## src/rtl/sr_mod_pkg.sv

```systemverilog
package sr_mod_pkg;

    localparam int NUM_EDGES = 4;
    localparam int DLY_BITS  = 6;

    // Edge index order; the cfg bit pair of edge i is [7-2i : 6-2i]
    typedef enum logic [1:0] {
        EDGE_SR1_ON  = 2'd0,
        EDGE_SR1_OFF = 2'd1,
        EDGE_SR2_ON  = 2'd2,
        EDGE_SR2_OFF = 2'd3
    } edge_idx_e;

    typedef struct packed {
        logic en;   // modulation applied
        logic sgn;  // 1: subtract modulation (earlier)
    } edge_ctl_t;

    function automatic edge_ctl_t ctl_of(input logic [7:0] cfg, input int idx);
        edge_ctl_t c;
        c.en  = cfg[7 - 2*idx];
        c.sgn = cfg[6 - 2*idx];
        return c;
    endfunction

endpackage

```

## src/rtl/sr_edge_calc.sv

```systemverilog
module sr_edge_calc
    import sr_mod_pkg::*;
#(
    parameter int PW = 10,
    parameter int MW = 8
) (
    input  logic [PW-1:0]       nom,
    input  logic [PW-1:0]       per_eff,
    input  logic signed [MW-1:0] mod_val,
    input  edge_ctl_t           ctl,
    input  logic [DLY_BITS-1:0] dly,
    output logic [PW-1:0]       edge_t
);
    localparam int AW = PW + MW + 3;

    logic signed [AW-1:0] base_s, dly_s, mod_s, shift_s, sum_s, hi_s;

    always_comb begin
        base_s  = signed'({{(AW-PW){1'b0}}, nom});
        dly_s   = signed'({{(AW-DLY_BITS){1'b0}}, dly});
        mod_s   = signed'({{(AW-MW){mod_val[MW-1]}}, mod_val});
        hi_s    = signed'({{(AW-PW){1'b0}}, per_eff}) - signed'(AW'(1));
        if (!ctl.en) begin
            shift_s = '0;
        end else if (ctl.sgn) begin
            shift_s = -mod_s;
        end else begin
            shift_s = mod_s;
        end
        sum_s = base_s - dly_s + shift_s;
        if (sum_s < 0) begin
            edge_t = '0;
        end else if (sum_s > hi_s) begin
            edge_t = hi_s[PW-1:0];
        end else begin
            edge_t = sum_s[PW-1:0];
        end
    end

endmodule

```

## src/rtl/sr_gate_win.sv

```systemverilog
module sr_gate_win #(
    parameter int PW = 10
) (
    input  logic [PW-1:0] pos,
    input  logic [PW-1:0] t_on,
    input  logic [PW-1:0] t_off,
    output logic          gate
);
    always_comb begin
        gate = (pos >= t_on) && (pos < t_off);
    end
endmodule

```

## src/rtl/sr_edge_mod.sv

```systemverilog
module sr_edge_mod
    import sr_mod_pkg::*;
#(
    parameter int PW = 10,
    parameter int MW = 8
) (
    input  logic                 clk,
    input  logic                 rst_n,
    input  logic [PW-1:0]        period,
    input  logic [PW-1:0]        nom_sr1_on,
    input  logic [PW-1:0]        nom_sr1_off,
    input  logic [PW-1:0]        nom_sr2_on,
    input  logic [PW-1:0]        nom_sr2_off,
    input  logic signed [MW-1:0] bal_mod,
    input  logic [7:0]           edge_cfg,
    input  logic [7:0]           dly_cfg,
    output logic [PW-1:0]        phase,
    output logic                 sr1_gate,
    output logic                 sr2_gate
);
    localparam int NGATE = NUM_EDGES / 2;
    localparam logic [PW-1:0] PER_MIN = PW'(2);

    typedef struct packed {
        logic [PW-1:0]                cnt;
        logic [PW-1:0]                per;
        logic [NUM_EDGES-1:0][PW-1:0] edg;
        logic [NGATE-1:0]             gate;
    } state_t;

    state_t st_q, st_d;

    logic [NUM_EDGES-1:0][PW-1:0] nom_all, calc_edg, edg_n;
    logic [PW-1:0]                per_eff, cnt_n, per_n;
    logic [NGATE-1:0]             win;
    logic                         wrap;

    // exposed to the bound checker
    logic [PW-1:0]                per_cur;
    logic [NUM_EDGES-1:0][PW-1:0] edg_cur;

    assign nom_all[EDGE_SR1_ON]  = nom_sr1_on;
    assign nom_all[EDGE_SR1_OFF] = nom_sr1_off;
    assign nom_all[EDGE_SR2_ON]  = nom_sr2_on;
    assign nom_all[EDGE_SR2_OFF] = nom_sr2_off;

    assign per_eff = (period < PER_MIN) ? PER_MIN : period;

    genvar gi;
    generate
        for (gi = 0; gi < NUM_EDGES; gi++) begin : g_edge
            sr_edge_calc #(.PW(PW), .MW(MW)) u_calc (
                .nom     (nom_all[gi]),
                .per_eff (per_eff),
                .mod_val (bal_mod),
                .ctl     (ctl_of(edge_cfg, gi)),
                .dly     (dly_cfg[DLY_BITS-1:0]),
                .edge_t  (calc_edg[gi])
            );
        end
    endgenerate

    // period boundary: also taken straight out of reset (per_q == 0)
    assign wrap  = ({1'b0, st_q.cnt} + 1'b1) >= {1'b0, st_q.per};
    assign cnt_n = wrap ? '0 : st_q.cnt + 1'b1;
    assign per_n = wrap ? per_eff : st_q.per;
    assign edg_n = wrap ? calc_edg : st_q.edg;

    generate
        for (gi = 0; gi < NGATE; gi++) begin : g_win
            sr_gate_win #(.PW(PW)) u_win (
                .pos   (cnt_n),
                .t_on  (edg_n[2*gi]),
                .t_off (edg_n[2*gi+1]),
                .gate  (win[gi])
            );
        end
    endgenerate

    always_comb begin
        st_d      = st_q;
        st_d.cnt  = cnt_n;
        st_d.per  = per_n;
        st_d.edg  = edg_n;
        st_d.gate = win;
    end

    always_ff @(posedge clk) begin
        if (!rst_n) begin
            st_q <= '0;
        end else begin
            st_q <= st_d;
        end
    end

    assign phase    = st_q.cnt;
    assign sr1_gate = st_q.gate[0];
    assign sr2_gate = st_q.gate[1];
    assign per_cur  = st_q.per;
    assign edg_cur  = st_q.edg;

endmodule

```

## config.mk

```make
export PLATFORM = sky130hd
export DESIGN_NAME = sr_edge_mod
export DESIGN_NICKNAME = d
export VERILOG_FILES = /design/src/rtl/sr_mod_pkg.sv /design/src/rtl/sr_edge_calc.sv /design/src/rtl/sr_gate_win.sv /design/src/rtl/sr_edge_mod.sv
export SDC_FILE = /design/constraint.sdc
export NUM_CORES = 1
export LEC_CHECK = 0
export BUFFER_PORTS_ARGS = -buffer_cell sky130_fd_sc_hd__buf_2
export CAP_MARGIN = 25
export CORE_MARGIN = 3
export CORE_UTILIZATION = 50
export DETAILED_ROUTE_END_ITERATION = 10
export PLACE_DENSITY = 0.71
export SLEW_MARGIN = 20
export SYNTH_ARGS = -nofsm -noshare
export SYNTH_HDL_FRONTEND = slang
export SYNTH_SLANG_ARGS = --single-unit
```

## constraint.sdc

```tcl
create_clock -name clk -period 19.53 [get_ports clk]
set_input_delay 5.859 -clock clk [delete_from_list [all_inputs] [get_ports clk]]
set_output_delay 5.859 -clock clk [all_outputs]
set_load 0.05 [all_outputs]
```

==> flow_results.org <==
** Clock tree
- Number of levels in the clock H-tree :: 3
- The number of clock buffers added by TritonCTS is 9.
- The tree is rooted in a sky130_fd_sc_hd__clkbuf_16.
- Number of hold buffers added after CTS :: 0
- Clk_lat worst skew :: between 0.3 and 0.4 ns
- Number of gates given a new drive strength after cts :: 0
- TritonCTS built the clock tree.
- Clock-pin slew was measured on the worst setup and hold paths at approximately 0.06 ns.
- Once the clock tree was built, the setup fixing pass inserted 0 buffers.
- Clock sinks :: 62
- Clock Path Buffers :: 2

** Setup path
- Capture point of the critical path :: sr2_gate
- The worst setup path is of the primary input to flop kind.
- RR Startpoint :: phase[0]
- R2r worst-path depth :: 22
- Launching element type of the critical path :: primary input
- On the worst path, the slowest cell contributes a delay of 0.61 ns.
- Of all nets on the critical path, the largest fanout is 19.
- For the worst setup path, the data arrival time is between 10 and 15 ns.
- Most used cell, CP :: sky130_fd_sc_hd__or3_1
- Across all register-to-register paths, the minimum setup slack is about 14 ns.
- STA classifies the critical path endpoint as a flop.
- Critical Path Start :: bal_mod[0]
- On the critical path, the stage with the largest delay is an instance of sky130_fd_sc_hd__and2_1.
- At the worst endpoint, the required time is 19.78 ns.
- The endpoint identified for the worst register-to-register timing path is sr2_gate.

** Yosys
- The cell area that synthesis handed to floorplanning was approximately 12,000 sq um.
- Counting flops and latches in the post-synthesis netlist gives a little over 60.
- Gate count after technology mapping :: between 1,500 and 2,000
- During synthesis, Yosys emitted a total of 0 warnings.
- Area contributors post-synth :: sky130_fd_sc_hd__ha_1, sky130_fd_sc_hd__dfxtp_1, sky130_fd_sc_hd__xnor2_1, sky130_fd_sc_hd__a21oi_1, sky130_fd_sc_hd__nand2_1
- Most used DFF post-synth :: sky130_fd_sc_hd__dfxtp_1
- Share of synthesized area occupied by flip-flops and latches :: 0.104
- Counting flops with an async set or reset pin after synthesis yields a share of 0.
- Top-area cell type share of the netlist area :: 0.247
- When the netlist entered floorplanning its net count stood at roughly 1,900.
- Dividing the synthesized area by the synthesized cell count gives between 7 and 8 sq um.
- Synthesis instantiated slightly below 80 different standard cells from the library.
- Number of enable flip-flop cells after synthesis :: 0
- The biggest area contributor in the post-synthesis netlist is sky130_fd_sc_hd__ha_1.

** Die
- between 80 and 90 I/O pins were placed.
- Overall die area :: roughly 26,000 sq um
- The initialized floorplan defines 56 standard-cell rows.
- In this run the vertical extent of the chip is 161 um.
- Chip width :: around 160 um
- For this configuration, the core starts out at a cell density of 0.509.
- Core Region :: 23,500 sq um

** Finish
- Count of placed standard cells in the final layout, fillers left out :: ~1,900
- Post-synthesis to final-layout area growth :: 9.09%
- The repair_antennas step left the layout with diodes totalling 0.
- Number of nets in the finished design :: between 1,500 and 2,000
- Fill cells in the final layout number about 2,300.
- Share of layout cells above drive strength 1 :: 0.0990

** Timing
- Total Neg Setup Slack :: 0 ns
- Counting I/O delays and the setup requirement, the final critical path takes ~14 ns.
- The final count of hold timing violations is 0.
- RSZ-0062 raised after global routing :: no
- Clock skew on the completed layout was measured at 0.00542 ns.
- Final setup violating endpoints :: 0
- Max Transition Viols Final :: 0
- Static timing analysis puts the maximum clock frequency at 71.7 MHz.
- For the pin with the worst max-slew slack, the measured transition is between 0.7 and 0.8 ns.
- Final critical-path share of the clock period :: 0.714
- Across all setup checks in the final design, the least slack found is ~5.6 ns.
- Headroom to the max-slew limit :: 0.460

** Power and ir drop
- Total power after layout :: 1.25 mW
- IR analysis of the VDD net gives a maximum drop of 72.2 uV.
- Power density cells :: 95.7 nW/um^2
- P_leak :: roughly 6.2 nW

** Job
- Max-cap violation count :: 0

** Placement
- OpenSTA, run right after detailed placement, puts the worst setup slack at ~5.4 ns.
- At the end of routability-driven placement, the weighted congestion stood at 0.931.
- The count of buffers added on input and output ports is 85.
- The wire-length estimate of the detail-placed layout is about 26,000 um.
- In this run, placement finished with an instance count of approximately 1,900.

** Outcome
- The run finished with clean final reports.

** Detailed routing
- Pre-Repair DR Iteration Count :: 5
- For this run, design rule violations remaining after detail routing come to 0.
- Summing over every cut layer, the via total after detailed routing is roughly 11,000.
- The routed design has ~33,000 um of wire.
- After detailed routing, the average wire length per cell comes to between 15 and 20 um.
- The count of nets left with antenna violations once routing finished came out at 0.
- The detailed router finished its first iteration with between 700 and 800 violations.
- After detailed routing, the number of vias per cell comes to between 5 and 6.

** Global routing
- Remaining Overflow, GRT :: 0
- The initial antenna violation count is 1.
- Pin count of the biggest net entering global routing :: between 50 and 60
- Number of global-route vias before repair :: 10,700
- The first global-routing pass estimated around 53,000 um of wire.
- Global-route usage over all layers :: 0.250

** Min path
- Path category of the worst min-delay check :: flop to flop
- Along the worst hold path, the cell count comes to 2.
-- kinds of logic after synthesis --
group | count (synthesis) | synth area share
and+or+nand+nor | 517 | 0.225
xor gates and xnor gates | 130 | 0.0950
buffers and inverters | 147 | 0.0476
AOI/OAI and AO/OA | 429 | 0.243
muxes | 28 | 0.0248
adders and majority gates | 245 | 0.261
DFF | 62 | 0.104
-- critical path: cells and delay by family --
| kind | cells | cell delay [ns] |
|---|---|---|
| and+or+nand+nor | 12 | 3.49 |
| AOI/OAI and AO/OA | 12 | 3.24 |
| muxes | 1 | 0.43 |
| buffers and inverters | 2 | 0.24 |
| adders and majority gates | 3 | 0.92 |
-- worst min-delay path by stage --
stage / from / end / slack [ns]
final: per_cur[8] / per_cur[8] / 0.45
after global routing: edg_cur[9] / edg_cur[9] / 0.47
after CTS: per_cur[7] / per_cur[7] / 0.45
after detailed placement: edg_cur[16] / edg_cur[16] / 0.44
after global placement: edg_cur[16] / edg_cur[16] / 0.44
after floorplan: edg_cur[16] / edg_cur[16] / 0.42
-- state kept, by name (all words and copies together), names as in the netlist --
signal,cells
edg_cur,40
per_cur,10
phase,10
sr1_gate,1
sr2_gate,1
-- cell usage after synthesis (all sizes together) (13+ instances only) --
| master | n |
|---|---|
| xnor2 | 103 |
| clkbuf | 39 |
| or3 | 16 |
| xor2 | 27 |
| nand3 | 36 |
| and2 | 64 |
| nor4 | 13 |
| a21oi | 122 |
| ha | 237 |
| a31oi | 39 |
| inv | 99 |
| nand4 | 20 |
| a21o | 44 |
| nand2 | 115 |
| nor3 | 29 |
| mux2i | 14 |
| o21ai | 68 |
| a32o | 30 |
| mux2 | 14 |
| nor2 | 102 |
| nand2b | 27 |
| nor2b | 66 |
| a211oi | 13 |
| o21a | 18 |
| dfxtp | 62 |
-- power by group --
part           switching, mW  total (mW)  internal (mW)
registers             0.0228       0.198          0.175
logic                  0.522       0.879          0.357
clock network         0.0595       0.174          0.115
-- layout by cell type (no fill, tap or decap), types with 5 or more instances in the layout --
master | netlist | final
sky130_fd_sc_hd__a31oi_1 | 39 | 38
sky130_fd_sc_hd__a211oi_1 | 13 | 13
sky130_fd_sc_hd__mux2i_1 | 14 | 14
sky130_fd_sc_hd__and3_1 | 10 | 10
sky130_fd_sc_hd__a21boi_0 | 5 | 5
sky130_fd_sc_hd__or3_1 | 16 | 16
sky130_fd_sc_hd__clkbuf_16 | 0 | 9
sky130_fd_sc_hd__o31ai_1 | 10 | 10
sky130_fd_sc_hd__xor2_1 | 27 | 27
sky130_fd_sc_hd__a22o_1 | 5 | 5
sky130_fd_sc_hd__xnor2_1 | 103 | 103
sky130_fd_sc_hd__and2_1 | 64 | 64
sky130_fd_sc_hd__fa_1 | 8 | 8
sky130_fd_sc_hd__nor3_1 | 26 | 25
sky130_fd_sc_hd__buf_2 | 6 | 86
sky130_fd_sc_hd__a21o_1 | 44 | 44
sky130_fd_sc_hd__o21bai_1 | 12 | 12
sky130_fd_sc_hd__inv_1 | 97 | 97
sky130_fd_sc_hd__mux2_2 | 14 | 14
sky130_fd_sc_hd__o21ai_0 | 63 | 63
sky130_fd_sc_hd__nand4_1 | 20 | 20
sky130_fd_sc_hd__a21oi_1 | 120 | 120
sky130_fd_sc_hd__nor2_1 | 102 | 100
sky130_fd_sc_hd__nor4_1 | 12 | 12
sky130_fd_sc_hd__dfxtp_1 | 62 | 62
sky130_fd_sc_hd__a32o_1 | 30 | 30
sky130_fd_sc_hd__nand3_1 | 35 | 34
sky130_fd_sc_hd__ha_1 | 237 | 237
sky130_fd_sc_hd__nor2b_1 | 66 | 66
sky130_fd_sc_hd__o21a_1 | 18 | 18
sky130_fd_sc_hd__a2111oi_0 | 7 | 7
sky130_fd_sc_hd__nand2b_1 | 27 | 27
sky130_fd_sc_hd__nand2_1 | 115 | 115
sky130_fd_sc_hd__buf_4 | 1 | 14
sky130_fd_sc_hd__o211ai_1 | 9 | 9
-- per-stage QoR --
stage | cell area [sq um] | hold slack [ns] | util
final | 13100 | 0.451 | 0.555
after global placement | 12700 | 0.437 | 0.541
after global routing | 13100 | 0.468 | 0.555
after floorplan | 12000 | 0.425 | -
after detailed placement | 12700 | 0.442 | 0.541
after CTS | 13100 | 0.451 | 0.555
-- routing by layer --
layer  up-vias  share of wire  GRT usage
met5         -        0.00024          0
met4         2          0.028     0.0724
met3        53          0.061     0.0294
met2       346           0.44      0.409
met1      5283           0.47      0.348
li1       5807              -          -
-- layout make-up --
class | count | area (sq um) | area share
Clock inverter | 6 | 85.1 | 0.00651
Tap cell | 319 | 399 | 0.0305
Sequential cell | 62 | 1240 | 0.0949
Multi-Input combinational cell | 1349 | 10200 | 0.780
Clock buffer | 10 | 239 | 0.0183
Inverter | 99 | 372 | 0.0284
Timing Repair Buffer | 100 | 536 | 0.0410
Power figures use the tool's default switching activity.
